File: src/rtl/pmc_pkg.sv
package pmc_pkg;

    typedef enum logic [1:0] {
        MODE_RUN   = 2'd0,
        MODE_IDLE  = 2'd1,
        MODE_SLEEP = 2'd2
    } pmode_e;

    localparam logic [1:0] PWR_CODE_RUN   = 2'd2;
    localparam logic [1:0] PWR_CODE_IDLE  = 2'd1;
    localparam logic [1:0] PWR_CODE_SLEEP = 2'd0;

    function automatic logic [1:0] pwr_code_of(pmode_e m);
        case (m)
            MODE_RUN:   return PWR_CODE_RUN;
            MODE_IDLE:  return PWR_CODE_IDLE;
            default:    return PWR_CODE_SLEEP;
        endcase
    endfunction

endpackage

File: src/rtl/pmc_trans_sel.sv
// Chooses the outgoing edge of the mode graph and its latency.
module pmc_trans_sel
    import pmc_pkg::*;
#(
    parameter int CW             = 4,
    parameter int LAT_RUN_IDLE   = 10,
    parameter int LAT_IDLE_RUN   = 10,
    parameter int LAT_RUN_SLEEP  = 90,
    parameter int LAT_IDLE_SLEEP = 90,
    parameter int LAT_SLEEP_RUN  = 1600
) (
    input  pmode_e          mode_i,
    input  logic            req_idle_i,
    input  logic            req_sleep_i,
    input  logic            irq_i,
    input  logic            wake_i,
    output logic            go_o,
    output pmode_e          dest_o,
    output logic [CW-1:0]   lat_o
);

    always_comb begin
        go_o   = 1'b0;
        dest_o = mode_i;
        lat_o  = '0;
        case (mode_i)
            MODE_RUN: begin
                // sleep request outranks idle request
                if (req_sleep_i) begin
                    go_o   = 1'b1;
                    dest_o = MODE_SLEEP;
                    lat_o  = CW'(LAT_RUN_SLEEP);
                end else if (req_idle_i) begin
                    go_o   = 1'b1;
                    dest_o = MODE_IDLE;
                    lat_o  = CW'(LAT_RUN_IDLE);
                end
            end
            MODE_IDLE: begin
                // interrupt outranks sleep request
                if (irq_i) begin
                    go_o   = 1'b1;
                    dest_o = MODE_RUN;
                    lat_o  = CW'(LAT_IDLE_RUN);
                end else if (req_sleep_i) begin
                    go_o   = 1'b1;
                    dest_o = MODE_SLEEP;
                    lat_o  = CW'(LAT_IDLE_SLEEP);
                end
            end
            default: begin
                // only the wake event leaves SLEEP, and only to RUN
                if (wake_i) begin
                    go_o   = 1'b1;
                    dest_o = MODE_RUN;
                    lat_o  = CW'(LAT_SLEEP_RUN);
                end
            end
        endcase
    end

endmodule

File: src/rtl/pmc_lat_timer.sv
// Down-counter that runs a transition latency of lat_i cycles.
module pmc_lat_timer #(
    parameter int CW = 4
) (
    input  logic          clk,
    input  logic          rst_n,
    input  logic          load_i,
    input  logic [CW-1:0] lat_i,
    output logic          busy_o,
    output logic          expire_o
);

    typedef struct packed {
        logic          busy;
        logic [CW-1:0] cnt;
    } tmr_t;

    tmr_t s_d, s_q;

    always_comb begin
        s_d = s_q;
        if (s_q.busy) begin
            if (s_q.cnt == '0) begin
                s_d.busy = 1'b0;
            end else begin
                s_d.cnt = s_q.cnt - CW'(1);
            end
        end else if (load_i) begin
            s_d.busy = 1'b1;
            s_d.cnt  = lat_i - CW'(1);
        end
    end

    always_ff @(posedge clk or negedge rst_n) begin
        if (!rst_n) begin
            s_q <= '0;
        end else begin
            s_q <= s_d;
        end
    end

    assign busy_o   = s_q.busy;
    assign expire_o = s_q.busy && (s_q.cnt == '0);

    // a new latency is never started on top of a running one
    a_r6_no_reload: assert property (@(posedge clk) disable iff (!rst_n)
        load_i |-> !busy_o);

    // the count falls by one on every cycle of a running latency
    a_r5_count_down: assert property (@(posedge clk) disable iff (!rst_n)
        (s_q.busy && !expire_o) |=> (s_q.busy && s_q.cnt == $past(s_q.cnt) - CW'(1)));

    // the cycle after expiry the timer is free
    a_r5_free_after_expire: assert property (@(posedge clk) disable iff (!rst_n)
        expire_o |=> !busy_o);

endmodule

File: src/rtl/pwr_mode_ctrl.sv
module pwr_mode_ctrl
    import pmc_pkg::*;
#(
    parameter int LAT_RUN_IDLE   = 10,
    parameter int LAT_IDLE_RUN   = 10,
    parameter int LAT_RUN_SLEEP  = 90,
    parameter int LAT_IDLE_SLEEP = 90,
    parameter int LAT_SLEEP_RUN  = 1600
) (
    input  logic       clk,
    input  logic       rst_n,
    input  logic       req_idle_i,
    input  logic       req_sleep_i,
    input  logic       irq_i,
    input  logic       wake_i,
    output logic [1:0] mode_o,
    output logic [1:0] target_o,
    output logic       busy_o,
    output logic       core_clk_en_o,
    output logic [1:0] pwr_lvl_o
);

    localparam int LAT_M1  = (LAT_RUN_IDLE > LAT_IDLE_RUN) ? LAT_RUN_IDLE : LAT_IDLE_RUN;
    localparam int LAT_M2  = (LAT_RUN_SLEEP > LAT_IDLE_SLEEP) ? LAT_RUN_SLEEP : LAT_IDLE_SLEEP;
    localparam int LAT_M3  = (LAT_M1 > LAT_M2) ? LAT_M1 : LAT_M2;
    localparam int LAT_MAX = (LAT_M3 > LAT_SLEEP_RUN) ? LAT_M3 : LAT_SLEEP_RUN;
    localparam int CW      = $clog2(LAT_MAX + 1);

    typedef struct packed {
        pmode_e     mode;
        pmode_e     tgt;
        logic       clk_en;
        logic [1:0] pwr;
    } ctl_t;

    localparam ctl_t CTL_RESET = '{mode: MODE_RUN, tgt: MODE_RUN,
                                   clk_en: 1'b1, pwr: PWR_CODE_RUN};

    ctl_t s_d, s_q;

    logic          sel_go;
    pmode_e        sel_dest;
    logic [CW-1:0] sel_lat;
    logic          start;
    logic          tmr_busy;
    logic          tmr_expire;
    logic          busy_next;

    pmc_trans_sel #(
        .CW             (CW),
        .LAT_RUN_IDLE   (LAT_RUN_IDLE),
        .LAT_IDLE_RUN   (LAT_IDLE_RUN),
        .LAT_RUN_SLEEP  (LAT_RUN_SLEEP),
        .LAT_IDLE_SLEEP (LAT_IDLE_SLEEP),
        .LAT_SLEEP_RUN  (LAT_SLEEP_RUN)
    ) i_sel (
        .mode_i      (s_q.mode),
        .req_idle_i  (req_idle_i),
        .req_sleep_i (req_sleep_i),
        .irq_i       (irq_i),
        .wake_i      (wake_i),
        .go_o        (sel_go),
        .dest_o      (sel_dest),
        .lat_o       (sel_lat)
    );

    // requests are taken only when no latency is running
    assign start = sel_go && !tmr_busy;

    pmc_lat_timer #(
        .CW (CW)
    ) i_tmr (
        .clk      (clk),
        .rst_n    (rst_n),
        .load_i   (start),
        .lat_i    (sel_lat),
        .busy_o   (tmr_busy),
        .expire_o (tmr_expire)
    );

    assign busy_next = start || (tmr_busy && !tmr_expire);

    always_comb begin
        s_d = s_q;
        if (tmr_expire) begin
            s_d.mode = s_q.tgt;
        end
        if (start) begin
            s_d.tgt = sel_dest;
        end
        s_d.clk_en = (s_d.mode == MODE_RUN) && !busy_next;
        s_d.pwr    = pwr_code_of(s_d.mode);
    end

    always_ff @(posedge clk or negedge rst_n) begin
        if (!rst_n) begin
            s_q <= CTL_RESET;
        end else begin
            s_q <= s_d;
        end
    end

    assign mode_o        = s_q.mode;
    assign target_o      = s_q.tgt;
    assign busy_o        = tmr_busy;
    assign core_clk_en_o = s_q.clk_en;
    assign pwr_lvl_o     = s_q.pwr;

    // the core clock runs only in a settled RUN mode
    a_r7_clk_en_run_only: assert property (@(posedge clk) disable iff (!rst_n)
        core_clk_en_o |-> (mode_o == MODE_RUN && !busy_o));

    a_r7_clk_en_in_run: assert property (@(posedge clk) disable iff (!rst_n)
        (mode_o == MODE_RUN && !busy_o) |-> core_clk_en_o);

    // mode and destination hold while the latency runs
    a_r6_hold_during_busy: assert property (@(posedge clk) disable iff (!rst_n)
        (busy_o && !tmr_expire) |=> ($stable(mode_o) && $stable(target_o) && $stable(pwr_lvl_o)));

    // at expiry the mode becomes the destination
    a_r5_arrive: assert property (@(posedge clk) disable iff (!rst_n)
        tmr_expire |=> (mode_o == $past(target_o)));

    // power code per mode
    a_r8_pwr_run: assert property (@(posedge clk) disable iff (!rst_n)
        (mode_o == MODE_RUN) |-> (pwr_lvl_o == 2'd2));
    a_r8_pwr_idle: assert property (@(posedge clk) disable iff (!rst_n)
        (mode_o == MODE_IDLE) |-> (pwr_lvl_o == 2'd1));
    a_r8_pwr_sleep: assert property (@(posedge clk) disable iff (!rst_n)
        (mode_o == MODE_SLEEP) |-> (pwr_lvl_o == 2'd0));

    // SLEEP exits only toward RUN, and nothing but wake starts it
    a_r4_sleep_exit_run: assert property (@(posedge clk) disable iff (!rst_n)
        (mode_o == MODE_SLEEP && busy_o) |-> (target_o == MODE_RUN));
    a_r4_sleep_needs_wake: assert property (@(posedge clk) disable iff (!rst_n)
        (mode_o == MODE_SLEEP && !busy_o && !wake_i) |=> !busy_o);

    // settled mode with no transition shows itself as target
    a_r9_target_settled: assert property (@(posedge clk) disable iff (!rst_n)
        !busy_o |-> (target_o == mode_o));

endmodule

File: config.mk
export PLATFORM = sky130hd
export DESIGN_NAME = pwr_mode_ctrl
export DESIGN_NICKNAME = d
export VERILOG_FILES = /design/src/rtl/pmc_pkg.sv /design/src/rtl/pmc_trans_sel.sv /design/src/rtl/pmc_lat_timer.sv /design/src/rtl/pwr_mode_ctrl.sv
export SDC_FILE = /design/constraint.sdc
export NUM_CORES = 1
export LEC_CHECK = 0
export BUFFER_PORTS_ARGS = -buffer_cell sky130_fd_sc_hd__buf_2
export CAP_MARGIN = 5
export CORE_ASPECT_RATIO = 1.25
export CORE_MARGIN = 8
export CORE_UTILIZATION = 40
export CTS_BUF_LIST = sky130_fd_sc_hd__clkbuf_2
export DETAILED_ROUTE_END_ITERATION = 16
export SYNTH_ARGS = -nofsm -noshare
export SYNTH_HDL_FRONTEND = slang
export SYNTH_SLANG_ARGS = --single-unit
export TNS_END_PERCENT = 30
File: constraint.sdc
create_clock -name clk -period 2.5 [get_ports clk]
set_clock_uncertainty 0.1 [all_clocks]
set_input_delay 0.25 -clock clk [delete_from_list [all_inputs] [get_ports clk]]
set_output_delay 0.25 -clock clk [all_outputs]
set_load 0.02 [all_outputs]
# Yosys cells after proc, flatten, opt, wreduce, memory -nomap -nowiden
# Index checks and enable logic that the tools add are counted.
[op_classes]
n_mux = 24
reduce_logical = 13
add_sub_neg = 2
eq_ne = 3
[op_table]
columns = ["operator", "n"]
rows = [
  ["$mux W11", 4],
  ["$mux W12", 2],
  ["$pmux W11 S2", 1],
  ["$sub A11 B1 Y11 const B", 2],
  ["$mux W2", 6],
  ["$logic_not A11 Y1", 1],
  ["$pmux W2 S2", 2],
  ["$mux W7", 1],
  ["$mux W1", 6],
  ["$eq A2 B1 Y1 const B", 2],
  ["$logic_and A1 B1 Y1", 4],
  ["$logic_not A2 Y1", 2],
  ["$mux W4", 1],
  ["$logic_not A1 Y1", 3],
  ["$ne A2 B2 Y1 const B", 1],
  ["$pmux W1 S2", 1],
  ["$reduce_and A2 Y1", 1],
  ["$reduce_bool A2 Y1", 1],
  ["$logic_or A1 B1 Y1", 1],
]
[word_totals]
register_bits = 19
word_cells = 48
output_inout_bits = 8

# Depth between registers and ports, before layout
# Gate-level depths: netlist of the first run.
[logic_depth]
word_depth = 7
ltp_mapped = 10
ltp_nobuf = 9

# Cells and area by module
# From an unflattened synthesis of the first run, not the netlist that was laid out.
[hier_totals]
hier_cells = 143
hier_area_um2 = 1403.8
[by_module_without_submodules]
columns = ["module", "area_each_um2", "cells_each", "n_inst"]
rows = [
  ["pmc_lat_timer", 962.2, 102, 1],
  ["pwr_mode_ctrl", 272.8, 18, 1],
  ["pmc_trans_sel", 168.9, 23, 1],
]

# Worst setup path before layout of the first run
# Ideal clock, no wire load.
[synth_path]
kind = "register -> register"
start = "reg s_q, in the netlist mode_o[0]"
end = "reg i_tmr.s_q[10] in the netlist's numbering"
setup_ns = 0.116
synth_period_minus_slack_ns = 2.379
required_time_ns = 2.284
arrival_time_ns = 2.163
stages_incl_launch_ff = 11
setup_slack_ns = 0.121
cell_sequence = "dfrtp_1 > buf_2 > mux2_2 > o21ai_0 > ha_1 > inv_1 > ha_1 > or2_2 > a221oi_1 > o211ai_1 > o311ai_0"
[synth_via]
elab_chain_len = 5
word_cells_on_any_way = 10
[synth_rtl]
columns = ["element", "line_no", "source"]
rows = [
  ["start, declared", "pwr_mode_ctrl.sv:39", "ctl_t s_d, s_q;"],
  ["start signal, assigned", "pwr_mode_ctrl.sv:97", "s_q <= CTL_RESET;"],
  ["start signal, assigned", "pwr_mode_ctrl.sv:99", "s_q <= s_d;"],
  ["$eq A2 B1 Y1 / $logic_not A2 Y1 (equally long branches)", "pmc_trans_sel.sv:26", "case (mode_i)"],
  ["$pmux W11 S2 / $pmux W1 S2 (equally long branches)", "pmc_trans_sel.sv:26", ""],
  ["$sub A11 B1 Y11 / $logic_and A1 B1 Y1 (equally long branches)", "pmc_lat_timer.sv:30, pwr_mode_ctrl.sv:68", ""],
  ["$mux W12 / $reduce_bool A2 Y1 (equally long branches)", "n/a", ""],
  ["$mux W12 / $reduce_and A2 Y1 (equally long branches)", "n/a", ""],
  ["end signal, assigned", "pmc_lat_timer.sv:36", "s_q <= '0;"],
  ["end signal, assigned", "pmc_lat_timer.sv:38", "s_q <= s_d;"],
  ["end, declared", "pmc_lat_timer.sv:18", "tmr_t s_d, s_q;"],
]
# Parallel ways exist; a longest one is shown, timed or not. The select of a mux whose other input is x is not followed.
# A chain may end at the register's enable or synchronous reset.

# Worst setup path in the final report of the first run
# Same ends and word-level chain as after synthesis.

==> results of run 1 <==
## cells in the final DEF, fill, tap and decap left out, types with 2 or more instances in the layout
cell / instances
sky130_fd_sc_hd__nand2_1: 12
sky130_fd_sc_hd__clkbuf_2: 4
sky130_fd_sc_hd__and2_1: 3
sky130_fd_sc_hd__a31oi_1: 3
sky130_fd_sc_hd__nor3b_1: 2
sky130_fd_sc_hd__mux2i_1: 2
sky130_fd_sc_hd__a21oi_1: 2
sky130_fd_sc_hd__buf_4: 5
sky130_fd_sc_hd__nand4_1: 4
sky130_fd_sc_hd__mux2_2: 3
sky130_fd_sc_hd__nor2_1: 6
sky130_fd_sc_hd__o21ai_0: 3
sky130_fd_sc_hd__a211oi_1: 3
sky130_fd_sc_hd__ha_1: 6
sky130_fd_sc_hd__nand3b_1: 5
sky130_fd_sc_hd__nand2b_1: 2
sky130_fd_sc_hd__o211ai_1: 4
sky130_fd_sc_hd__dfstp_2: 2
sky130_fd_sc_hd__nand3_1: 7
sky130_fd_sc_hd__buf_2: 13
sky130_fd_sc_hd__dfrtp_1: 17
sky130_fd_sc_hd__inv_1: 10
## critical path: stages, from the launching register on
cell and delay (ps):
sky130_fd_sc_hd__dfrtp_1 390, sky130_fd_sc_hd__mux2_2 350, sky130_fd_sc_hd__o21ai_0 180, sky130_fd_sc_hd__ha_1 220, sky130_fd_sc_hd__inv_1 70, sky130_fd_sc_hd__ha_1 160
sky130_fd_sc_hd__or2_2 260, sky130_fd_sc_hd__a221oi_1 220, sky130_fd_sc_hd__o211ai_1 110, sky130_fd_sc_hd__o311ai_0 90
## cell type report
type / instances / area (um^2)
multi-input combinational: 92 / 679.4
sequential: 19 / 478.0
timing repair buffer: 19 / 112.6
inverter: 10 / 37.54
tap: 36 / 45.04
fill: 294 / 1545
clock buffer: 4 / 20.02
## synth_stat cells, drive strengths merged, types with 2 or more instances
library cell	n	share of area (%)
a211oi	3	1.9
a21oi	2	0.82
a31oi	4	2.6
and2	4	2.2
buf	3	1.2
dfrtp	17	35
dfstp	2	4.3
ha	6	6.2
inv	10	3.1
mux2	4	4.0
mux2i	2	1.6
nand2	12	3.7
nand2b	2	1.0
nand3	7	2.9
nand3b	5	3.1
nand4	5	3.1
nor2	7	2.4
nor3b	2	1.2
nor4	2	2.3
o211ai	4	2.5
o21ai	3	1.2
## metal layers
| metal | global-route usage, % | vias up | wire, um |
|---|---|---|---|
| li1 | - | 499 | - |
| met1 | 13.92 | 504 | 1184 |
| met2 | 19.55 | 23 | 1467 |
| met3 | 3.736 | 10 | 138 |
| met4 | 6.783 | 0 | 68 |
| met5 | 0 | - | 0 |
## cell families after synthesis
kind of cell    share of synthesized area (%)
xor+xnor                                1.444
fa+ha+maj                               6.185
simple gates                            27.32
buf+inv                                 4.639
mux                                     5.670
flops                                   39.38
compound gates                          15.36
## through the flow
stage	std cells	hold slack, ps	util, %
2_1_floorplan	125	-145.6	-
3_3_place_gp	175	116.1	46.01
3_5_place_dp	175	127.7	46.01
4_1_cts	180	131.2	47.04
5_1_grt	180	141.5	47.04
6_report	180	120.8	47.04
## state kept, by name, summed over array words and instances (netlist names)
register,cells
mode_o,2
target_o,2
pwr_lvl_o,2
i_tmr.s_q,11
core_clk_en_o,1
i_tmr.busy_o,1
## power groups by stage
stage	clock network, uW	registers [uW]	logic [uW]
after floorplan	0	640	492
after global placement	0	608	734
after detailed placement	0	614	747
after CTS	150	607	750
after global routing	165	633	840
final	150	609	743
## path summary, 6_finish.rpt
path                             startpoint  cells past startpoint       endpoint  slack (ps)
max in group asynchronous             rst_n                      2  core_clk_en_o        1710
worst min-delay path            req_sleep_i                      4    target_o[0]         120
worst max-delay path              mode_o[0]                      9  i_tmr.s_q[10]         250
worst max register to register    mode_o[0]                      9  i_tmr.s_q[10]         250
worst min register to register  target_o[0]                      2    target_o[0]         470
min in group asynchronous             rst_n                      2      mode_o[1]         250
## what timing repair did
item	4_1_cts	5_1_grt
setup endpoints to repair	0	0
hold buffers	1	0
endpoints found under the hold margin	17	0
==> impl_metrics.env, run 1 <==
export IMPL_cts_reportedPaths_clkPinSlew_ps=190
export IMPL_postRouteWirelength_um=2858
export IMPL_cts_htree_levels=1
export IMPL_worst_pin_slew_ps=607.1
export IMPL_clock_sink_count=19
export IMPL_buffer_ports_inserted=13
export IMPL_worstPathArrival_ps=2400
export IMPL_numCtsBuffers=3
export IMPL_critPathCaptureType="flop"
export IMPL_worst_ep_required_time_ps=2650
export IMPL_status="complete, no violations"
export IMPL_critical_path_class="reg -> reg"
export IMPL_vdd_ir_drop_max_uv=461.0
export IMPL_starting_density_of_the_core_pct=41.60
export IMPL_cts_root_buf="sky130_fd_sc_hd__clkbuf_2"
export IMPL_cellPowerDensity_nw_per_um2=1094
export IMPL_grt_start_max_net_pins=20
export IMPL_ant_nets=0
export IMPL_preCtsSetupSlack_ps=269.7
export IMPL_fp_dieW_um=65.27
export IMPL_timing_final_crit_period_ps=2246
export IMPL_route_vias_total=1036
export IMPL_routed_wire_length_per_instance_um=15.88
export IMPL_pin_count=14
export IMPL_detail_route_iter0_violations=38
export IMPL_critPathMaxFanout=3
export IMPL_share_of_flip_flops_with_an_asynchronous_set_or_reset_pct=100.0
export IMPL_yosysWarnings=0
export IMPL_place_gp_congestion=0.8487
export IMPL_grt_overflow=0
export IMPL_total_power_uw=1502
export IMPL_track_usage_pct=12.18
export IMPL_route_detailed_vias_per_inst=5.756
export IMPL_first_pass_iters=4
export IMPL_fraction_of_layout_instances_using_a_drive_strength_above_1_pct=25.00
export IMPL_setup_violations_final=0
export IMPL_placed_area_um2=1343
export IMPL_startpoint_type_of_the_worst_setup_path="flop"
export IMPL_antenna_found_initial=0
export IMPL_post_synth_instance_area_um2=1214
export IMPL_global_route_wire_length_before_repair_um=4905
export IMPL_floorplan_die_height_um=77.59
export IMPL_drcViolationCount=0
export IMPL_power_share_clock_pct=10.0
export IMPL_synth_cell_types=46
export IMPL_p_int_uw=810.3
export IMPL_synth_seq_area_share_pct=39.38
export IMPL_power_switching_share_pct=46.04
export IMPL_worst_hold_path_type="in -> reg"
export IMPL_switchingPower_uw=691.3
export IMPL_syn_area_per_cell_um2=9.709
export IMPL_flop_pwr_share_pct=40.5
export IMPL_drv_slew=0
export IMPL_core_region_area_um2=2918
export IMPL_setup_slack_ps=254.5
export IMPL_synth_enable_flop_cells=0
export IMPL_final_nets=157
export IMPL_syn_inst=125
export IMPL_synth_top_flop_cell="sky130_fd_sc_hd__dfrtp_1"
export IMPL_post_cts_setup_buffers=0
export IMPL_maxClockFrequency_mhz=445.3
export IMPL_post_cts_resized=0
export IMPL_final_non_filler_cell_area_um2=1373
export IMPL_clock_latency_at_the_later_pin_of_the_worst_skew_pair_ps=340
export IMPL_final_setup_tns_ps=0
export IMPL_leakage_uw=0.0006292
export IMPL_fin_crit_sh_pct=89.82
export IMPL_cts_tree="done"
export IMPL_synth_fp_nets=137
export IMPL_comb_power_share_pct=49.5
export IMPL_area_growth_pct=13.09
export IMPL_cts_path_max_buffers=2
export IMPL_detailedPlacementHpwl_um=2141
export IMPL_antenna_cells_inserted=0
export IMPL_final_hold_violation_count=0
export IMPL_num_rows=22
export IMPL_drv_cap=0
export IMPL_die_area_um2=5064
export IMPL_maxSlewHeadroom_pct=59.28
export IMPL_rsz0062_at_grt="false"
export IMPL_ys_seq_elements=19
export IMPL_grt_pass1_vias=1056
Note: power is estimated with default switching activity, not from simulation.
==> run 2, diff against run 1 <==
--- a/config.mk
+++ b/config.mk
@@ -5,12 +5,14 @@
 export SDC_FILE = /design/constraint.sdc
 export NUM_CORES = 1
 export LEC_CHECK = 0
+export ABC_AREA = 1
 export BUFFER_PORTS_ARGS = -buffer_cell sky130_fd_sc_hd__buf_2
 export CAP_MARGIN = 5
 export CORE_ASPECT_RATIO = 1.25
 export CORE_MARGIN = 8
 export CORE_UTILIZATION = 40
 export CTS_BUF_LIST = sky130_fd_sc_hd__clkbuf_2
+export CTS_CLUSTER_SIZE = 16
 export DETAILED_ROUTE_END_ITERATION = 16
 export SYNTH_ARGS = -nofsm -noshare
 export SYNTH_HDL_FRONTEND = slang
==> run 2 against run 1 <==
Against the previous run:
- global-route usage is 0.50 points higher
- largest cell class unchanged
- critical path depth grew 1
- fmax increased by 13%
- critical endpoint is now i_tmr.s_q[6]
==> impl_metrics.env, run 2 <==
export IMPL_status="complete, no violations"
export IMPL_maxSlewHeadroom_pct=70.29
export IMPL_final_cell_mix="53 x sky130_fd_sc_hd__nand2_1, 28 x sky130_fd_sc_hd__inv_1, 24 x sky130_fd_sc_hd__nand3_1, 17 x sky130_fd_sc_hd__dfrtp_1, 14 x sky130_fd_sc_hd__nor2_1"
export IMPL_critical_path_slowest_stage_cell="sky130_fd_sc_hd__dfrtp_1"
export IMPL_fillers=345
export IMPL_synth_fp_nets=203
export IMPL_worstPathArrival_ps=2150
export IMPL_max_flop_register="i_tmr.s_q"
export IMPL_synth_seq_area_share_pct=35.21
export IMPL_yosys_top_cells_area="sky130_fd_sc_hd__dfrtp_1 31%, sky130_fd_sc_hd__nand2_1 15%, sky130_fd_sc_hd__nand3_1 8.8%"
export IMPL_multi_input_comb_area_um2=715.7
export IMPL_path_depth=10
export IMPL_rsz0062_at_grt="false"
export IMPL_die_area_um2=5526
export IMPL_routed_wire_length_per_instance_um=13.18
export IMPL_share_of_flip_flops_with_an_asynchronous_set_or_reset_pct=100.0
export IMPL_post_synth_instance_area_um2=1358
export IMPL_place_gp_congestion=0.8569
export IMPL_drcViolationCount=0
export IMPL_post_synth_top_area_cell="sky130_fd_sc_hd__dfrtp_1"
export IMPL_area_sequential_um2=478.0
export IMPL_largest_register_ffs=11
export IMPL_final_nets=218
export IMPL_crit_family="simple AND/OR/NAND/NOR gates"
export IMPL_critical_path_class="reg -> reg"
export IMPL_area_growth_pct=7.558
export IMPL_global_route_wire_length_before_repair_um=5464
export IMPL_layout_cells_most_common="sky130_fd_sc_hd__nand2_1"
export IMPL_setup_violations_final=0
export IMPL_numCtsBuffers=3
export IMPL_drv_slew=0
export IMPL_yosysWarnings=0
export IMPL_core_region_area_um2=3223
export IMPL_clock_latency_at_the_later_pin_of_the_worst_skew_pair_ps=320
export IMPL_synthMostInstantiatedCell="sky130_fd_sc_hd__nand2_1"
export IMPL_timing_critical_path_cells="nor2_1, o21ai_0, nand2_1, inv_1, ha_1, ha_1, nand3b_1, nand2_1, nand2_1, nand2_1"
export IMPL_maxClockFrequency_mhz=505.2
export IMPL_crit_path_frequent_cell="sky130_fd_sc_hd__nand2_1"
export IMPL_final_hold_violation_count=0
export IMPL_drv_cap=0
export IMPL_post_cts_resized=0
export IMPL_ant_nets=0
export IMPL_route_detailed_vias_per_inst=5.124
export IMPL_worst_pin_slew_ps=445.6
export IMPL_reg2reg_depth=10
export IMPL_floorplan_die_height_um=81.14
export IMPL_synth_cell_types=28
export IMPL_cts_root_buf="sky130_fd_sc_hd__clkbuf_2"
export IMPL_postRouteWirelength_um=3189
export IMPL_cts_path_max_buffers=2
export IMPL_syn_area_per_cell_um2=7.108
export IMPL_critPathCaptureType="flop"
export IMPL_pin_count=14
export IMPL_worstPathBufferInverterCount=1
export IMPL_antenna_found_initial=0
export IMPL_cts_htree_levels=1
export IMPL_clock_sink_count=19
export IMPL_first_pass_iters=4
export IMPL_track_usage_pct=12.68
export IMPL_antenna_cells_inserted=0
export IMPL_synth_largest_type_area_fraction_pct=31.34
export IMPL_vdd_ir_drop_max_uv=290.6
export IMPL_fraction_of_layout_instances_using_a_drive_strength_above_1_pct=19.02
export IMPL_synth_enable_flop_cells=0
export IMPL_ys_seq_elements=19
export IMPL_detail_route_iter0_violations=42
export IMPL_final_setup_tns_ps=0
export IMPL_grt_start_max_net_pins=20
export IMPL_route_vias_total=1240
export IMPL_post_cts_setup_buffers=0
export IMPL_leakage_uw=0.0007997
export IMPL_cts_reportedPaths_clkPinSlew_ps=200
export IMPL_num_rows=23
export IMPL_hold_bufs_inserted_after_cts=1
export IMPL_hold_ws_ps=182.4
export IMPL_critPathMaxFanout=9
export IMPL_hold_depth=5
export IMPL_worst_ep_required_time_ps=2670
export IMPL_slowest_delay_ps=540
export IMPL_cellPowerDensity_nw_per_um2=328.2
export IMPL_timing_final_crit_period_ps=1980
export IMPL_grt_pass1_vias=1311
export IMPL_grt_overflow=0
export IMPL_detailedPlacementHpwl_um=2534
export IMPL_fp_dieW_um=68.11
export IMPL_fin_crit_sh_pct=79.18
export IMPL_startpoint_type_of_the_worst_setup_path="flop"
export IMPL_cts_tree="done"
export IMPL_buffer_ports_inserted=13
export IMPL_synth_top_flop_cell="sky130_fd_sc_hd__dfrtp_1"
export IMPL_post_synth_most_frequent_cells="53 x sky130_fd_sc_hd__nand2_1, 28 x sky130_fd_sc_hd__inv_1, 24 x sky130_fd_sc_hd__nand3_1"
export IMPL_syn_inst=191
export IMPL_worst_hold_path_type="in -> reg"
export IMPL_starting_density_of_the_core_pct=42.12
==> run 2: layout make-up <==
| cell class | instances | area share [%] |
|---|---|---|
| clock buffer | 3 | 1.028 |
| clock inverter | 1 | 0.3428 |
| sequential | 19 | 32.73 |
| inverter | 30 | 8.055 |
| tap | 37 | 3.171 |
| timing repair buffer | 15 | 5.656 |
| multi-input combinational | 137 | 49.01 |
==> run 2: metal layers <==
metal	share of wire, %	track usage (%)	vias up
li1	-	-	631
met5	0	0	-
met3	3.7	3.164	12
met4	3.6	8.419	0
met1	41	13.48	571
met2	52	21.45	26
==> run 2: path summary, 6_finish.rpt <==
check,startpoint,endpoint,slack (ps)
worst max-delay path,mode_o[1],i_tmr.s_q[6],520
worst max register to register,mode_o[1],i_tmr.s_q[6],520
worst min register to register,i_tmr.s_q[0],i_tmr.s_q[0],430
worst min-delay path,wake_i,i_tmr.s_q[7],180
min in group asynchronous,rst_n,i_tmr.s_q[3],280
max in group asynchronous,rst_n,core_clk_en_o,1690
==> run 2: cells by family after synthesis <==
kind of cell | synth area share, %
adder cells (fa/ha/maj) | 5.530
buffers and inverters | 12.07
XOR/XNOR | 1.291
AO/OA/AOI/OAI | 6.913
flip-flops | 35.21
AND/OR/NAND/NOR | 38.99
==> run 2: stage by stage <==
step / setup WS (ps) / area [um^2] / power [uW] / util (%) / instances
floorplan: 664.4 / 1358 / 329.9 / - / 191
CTS: 516.8 / 1460 / 490.0 / 45.30 / 242
global placement: 625.6 / 1430 / 345.3 / 44.37 / 237
finish: 520.5 / 1460 / 479.2 / 45.30 / 242
detailed placement: 583.0 / 1430 / 346.3 / 44.37 / 237
global route: 357.3 / 1460 / 501.3 / 45.30 / 242
==> run 2: worst reg2reg max path: stages (launching register included) <==
cell,delay [ps]
sky130_fd_sc_hd__dfrtp_1,540
sky130_fd_sc_hd__nor2_1,180
sky130_fd_sc_hd__o21ai_0,110
sky130_fd_sc_hd__nand2_1,100
sky130_fd_sc_hd__inv_1,50
sky130_fd_sc_hd__ha_1,230
sky130_fd_sc_hd__ha_1,280
sky130_fd_sc_hd__nand3b_1,150
sky130_fd_sc_hd__nand2_1,70
sky130_fd_sc_hd__nand2_1,50
sky130_fd_sc_hd__nand2_1,70
==> run 2: power breakdown <==
part	internal (uW)	leakage, uW	switching [uW]
Sequential	309	0.000217	0.321
Combinational	11.5	0.000567	21.3
Clock	36.3	0.0000164	101
Total	356	0.000800	123
==> run 3, diff against run 2 <==
==> constraint.sdc (replaced) <==
create_clock -name clk -period 1.9 [get_ports clk]
set_clock_uncertainty 0.1 [all_clocks]
set_input_delay 0.19 -clock clk [delete_from_list [all_inputs] [get_ports clk]]
set_output_delay 0.19 -clock clk [all_outputs]
set_load 0.02 [all_outputs]
==> run 3 against run 2 <==
Against the previous run:
- sequential power increased by 32%
- worst setup slack got worse by 370 ps
- register-to-register slack got worse by 370 ps
- critical path depth unchanged
- core utilization increased by 1.2 points
- non-clock buffer count increased by 4
- sequential share of layout area decreased by 0.65 points
- die area unchanged
==> impl_metrics.env, run 3 (synthesis gave the netlist of run 2 again) <==
export IMPL_startpoint_type_of_the_worst_setup_path="flop"
export IMPL_max_flop_register="i_tmr.s_q"
export IMPL_cts_root_buf="sky130_fd_sc_hd__clkbuf_2"
export IMPL_final_core_util_pct=46.47
export IMPL_timing_final_crit_period_ps=1754
export IMPL_pin_count=14
export IMPL_path_depth=10
export IMPL_largest_register_ffs=11
export IMPL_critPathMaxFanout=6
export IMPL_clock_sink_count=19
export IMPL_total_power_uw=638.3
export IMPL_r2r_end="i_tmr.s_q[6]"
export IMPL_multi_input_comb_area_um2=720.7
export IMPL_numCtsBuffers=3
export IMPL_vdd_ir_drop_max_uv=252.5
export IMPL_rrSetupSlack_ps=150
export IMPL_worst_ep_required_time_ps=2080
export IMPL_place_gp_congestion=0.9163
export IMPL_setup_violations_final=0
export IMPL_critical_path_slowest_stage_cell="sky130_fd_sc_hd__dfrtp_2"
export IMPL_maxClockFrequency_mhz=570.3
export IMPL_source_of_the_critical_timing_path="mode_o[0]"
export IMPL_status="complete, no violations"
export IMPL_grt_overflow=0
export IMPL_detail_route_iter0_violations=31
export IMPL_worst_pin_slew_ps=447.9
export IMPL_cts_htree_levels=1
export IMPL_grt_start_max_net_pins=20
export IMPL_final_nets=222
export IMPL_route_vias_total=1230
export IMPL_final_hold_violation_count=0
export IMPL_slowest_delay_ps=500
export IMPL_crit_path_frequent_cell="sky130_fd_sc_hd__nand2_1"
export IMPL_cts_tree="done"
export IMPL_ant_nets=0
export IMPL_fin_crit_sh_pct=92.29
export IMPL_source_of_the_worst_register_to_register_timing_path="mode_o[0]"
export IMPL_floorplan_die_height_um=81.14
export IMPL_p_int_uw=469.3
export IMPL_antenna_cells_inserted=0
export IMPL_switchingPower_uw=169.0
export IMPL_layout_cells_most_common="sky130_fd_sc_hd__nand2_1"
export IMPL_detailedPlacementHpwl_um=2564
export IMPL_cp_endpoint="i_tmr.s_q[6]"
export IMPL_final_non_filler_cell_area_um2=1498
export IMPL_leakage_uw=0.0008160
export IMPL_grt_pass1_vias=1269
export IMPL_rsz0062_at_grt="false"
export IMPL_final_setup_tns_ps=0
export IMPL_global_route_wire_length_before_repair_um=5609
export IMPL_area_growth_pct=10.32
export IMPL_crit_family="simple AND/OR/NAND/NOR gates"
export IMPL_timing_critical_path_cells="nor2_2, o21ai_0, nand2_1, inv_1, ha_2, ha_1, nand3b_1, nand2_1, nand2_1, nand2_1"
export IMPL_maxSlewHeadroom_pct=70.14
export IMPL_drcViolationCount=0
export IMPL_area_sequential_um2=480.5
export IMPL_worstPathBufferInverterCount=1
export IMPL_worstPathArrival_ps=1930
export IMPL_cts_reportedPaths_clkPinSlew_ps=210
export IMPL_cellPowerDensity_nw_per_um2=426.2
export IMPL_critical_path_class="reg -> reg"
export IMPL_final_cell_mix="53 x sky130_fd_sc_hd__nand2_1, 28 x sky130_fd_sc_hd__inv_1, 24 x sky130_fd_sc_hd__nand3_1, 15 x sky130_fd_sc_hd__dfrtp_1"
export IMPL_num_rows=23
export IMPL_power_switching_share_pct=26.47
export IMPL_buffer_ports_inserted=13
export IMPL_comb_power_share_pct=6.7
export IMPL_clock_latency_at_the_later_pin_of_the_worst_skew_pair_ps=320
export IMPL_core_region_area_um2=3223
export IMPL_critPathCaptureType="flop"
export IMPL_drv_slew=0
export IMPL_starting_density_of_the_core_pct=42.12
export IMPL_antenna_found_initial=0
export IMPL_routed_wire_length_per_instance_um=13.03
export IMPL_route_detailed_vias_per_inst=5.000
export IMPL_placed_area_um2=1453
export IMPL_die_area_um2=5526
export IMPL_first_pass_iters=4
export IMPL_worst_hold_path_type="in -> reg"
export IMPL_fp_dieW_um=68.11
export IMPL_track_usage_pct=13.09
export IMPL_power_share_clock_pct=29.5
export IMPL_cts_path_max_buffers=2
export IMPL_fillers=349
export IMPL_flop_pwr_share_pct=63.7
export IMPL_reg2reg_depth=10
export IMPL_postRouteWirelength_um=3205
export IMPL_drv_cap=0
export IMPL_fraction_of_layout_instances_using_a_drive_strength_above_1_pct=22.49
[run 3: cell types whose count changed in the layout (fill, tap and decap cells not counted), sizes merged]
cell,change
buf,+4
[run 3: layout make-up]
cell class                 count  share of cell area (%)
clock inverter                 1                  0.3342
clock buffer                   3                   1.003
multi-input combinational    137                   48.12
inverter                      30                   7.853
tap                           37                   3.091
timing repair buffer          19                   7.519
sequential                    19                   32.08
[run 3: worst min path at each step]
stage / start / endpoint / slack (ps) / cells after the start
4_1_cts: req_sleep_i / target_o[1] / 100 / 3
5_1_grt: req_sleep_i / target_o[1] / 120 / 3
3_5_place_dp: rst_n / i_tmr.s_q[5] / 70 / 1
6_report: req_sleep_i / target_o[1] / 110 / 3
3_3_place_gp: rst_n / i_tmr.s_q[5] / 70 / 1
2_1_floorplan: rst_n / i_tmr.busy_o / -210 / 0
[run 3: through the flow]
| stage | setup slack, ps | cells | hold WS (ps) |
|---|---|---|---|
| after floorplan | 64.42 | 191 | -205.6 |
| after global placement | 150.1 | 240 | 65.91 |
| after detailed placement | 101.9 | 240 | 68.83 |
| after CTS | 58.78 | 245 | 100.7 |
| after global routing | 3.488 | 246 | 124.7 |
| final | 146.4 | 246 | 109.0 |
[run 3: metal layers]
layer  GRT usage, %  wire length, um  up-vias
li1               -                -      632
met1          14.27             1322      574
met2          23.80             1763       20
met3          2.338               80        4
met4          5.544               39        0
met5              0                0        -
[run 3: what timing repair did]
action                     in CTS  in global routing
resized for setup               0                  4
hold buffers                    1                  0
setup endpoints to repair       0                  4
hold endpoints to repair       17                  0
buffers inserted                0                  1
[run 3: worst register-to-register path, cell delays in order (launching register included)]
cell	delay (ps)
sky130_fd_sc_hd__dfrtp_2	500
sky130_fd_sc_hd__nor2_2	130
sky130_fd_sc_hd__o21ai_0	80
sky130_fd_sc_hd__nand2_1	80
sky130_fd_sc_hd__inv_1	40
sky130_fd_sc_hd__ha_2	190
sky130_fd_sc_hd__ha_1	260
sky130_fd_sc_hd__nand3b_1	160
sky130_fd_sc_hd__nand2_1	70
sky130_fd_sc_hd__nand2_1	40
sky130_fd_sc_hd__nand2_1	60
[run 3: power groups by stage]
stage | clock network, uW | registers [uW] | logic, uW
6_report | 189 | 407 | 42.9
5_1_grt | 206 | 407 | 49.5
4_1_cts | 193 | 407 | 43.8
3_5_place_dp | 0 | 414 | 42.0
3_3_place_gp | 0 | 414 | 40.9
2_1_floorplan | 0 | 415 | 18.9
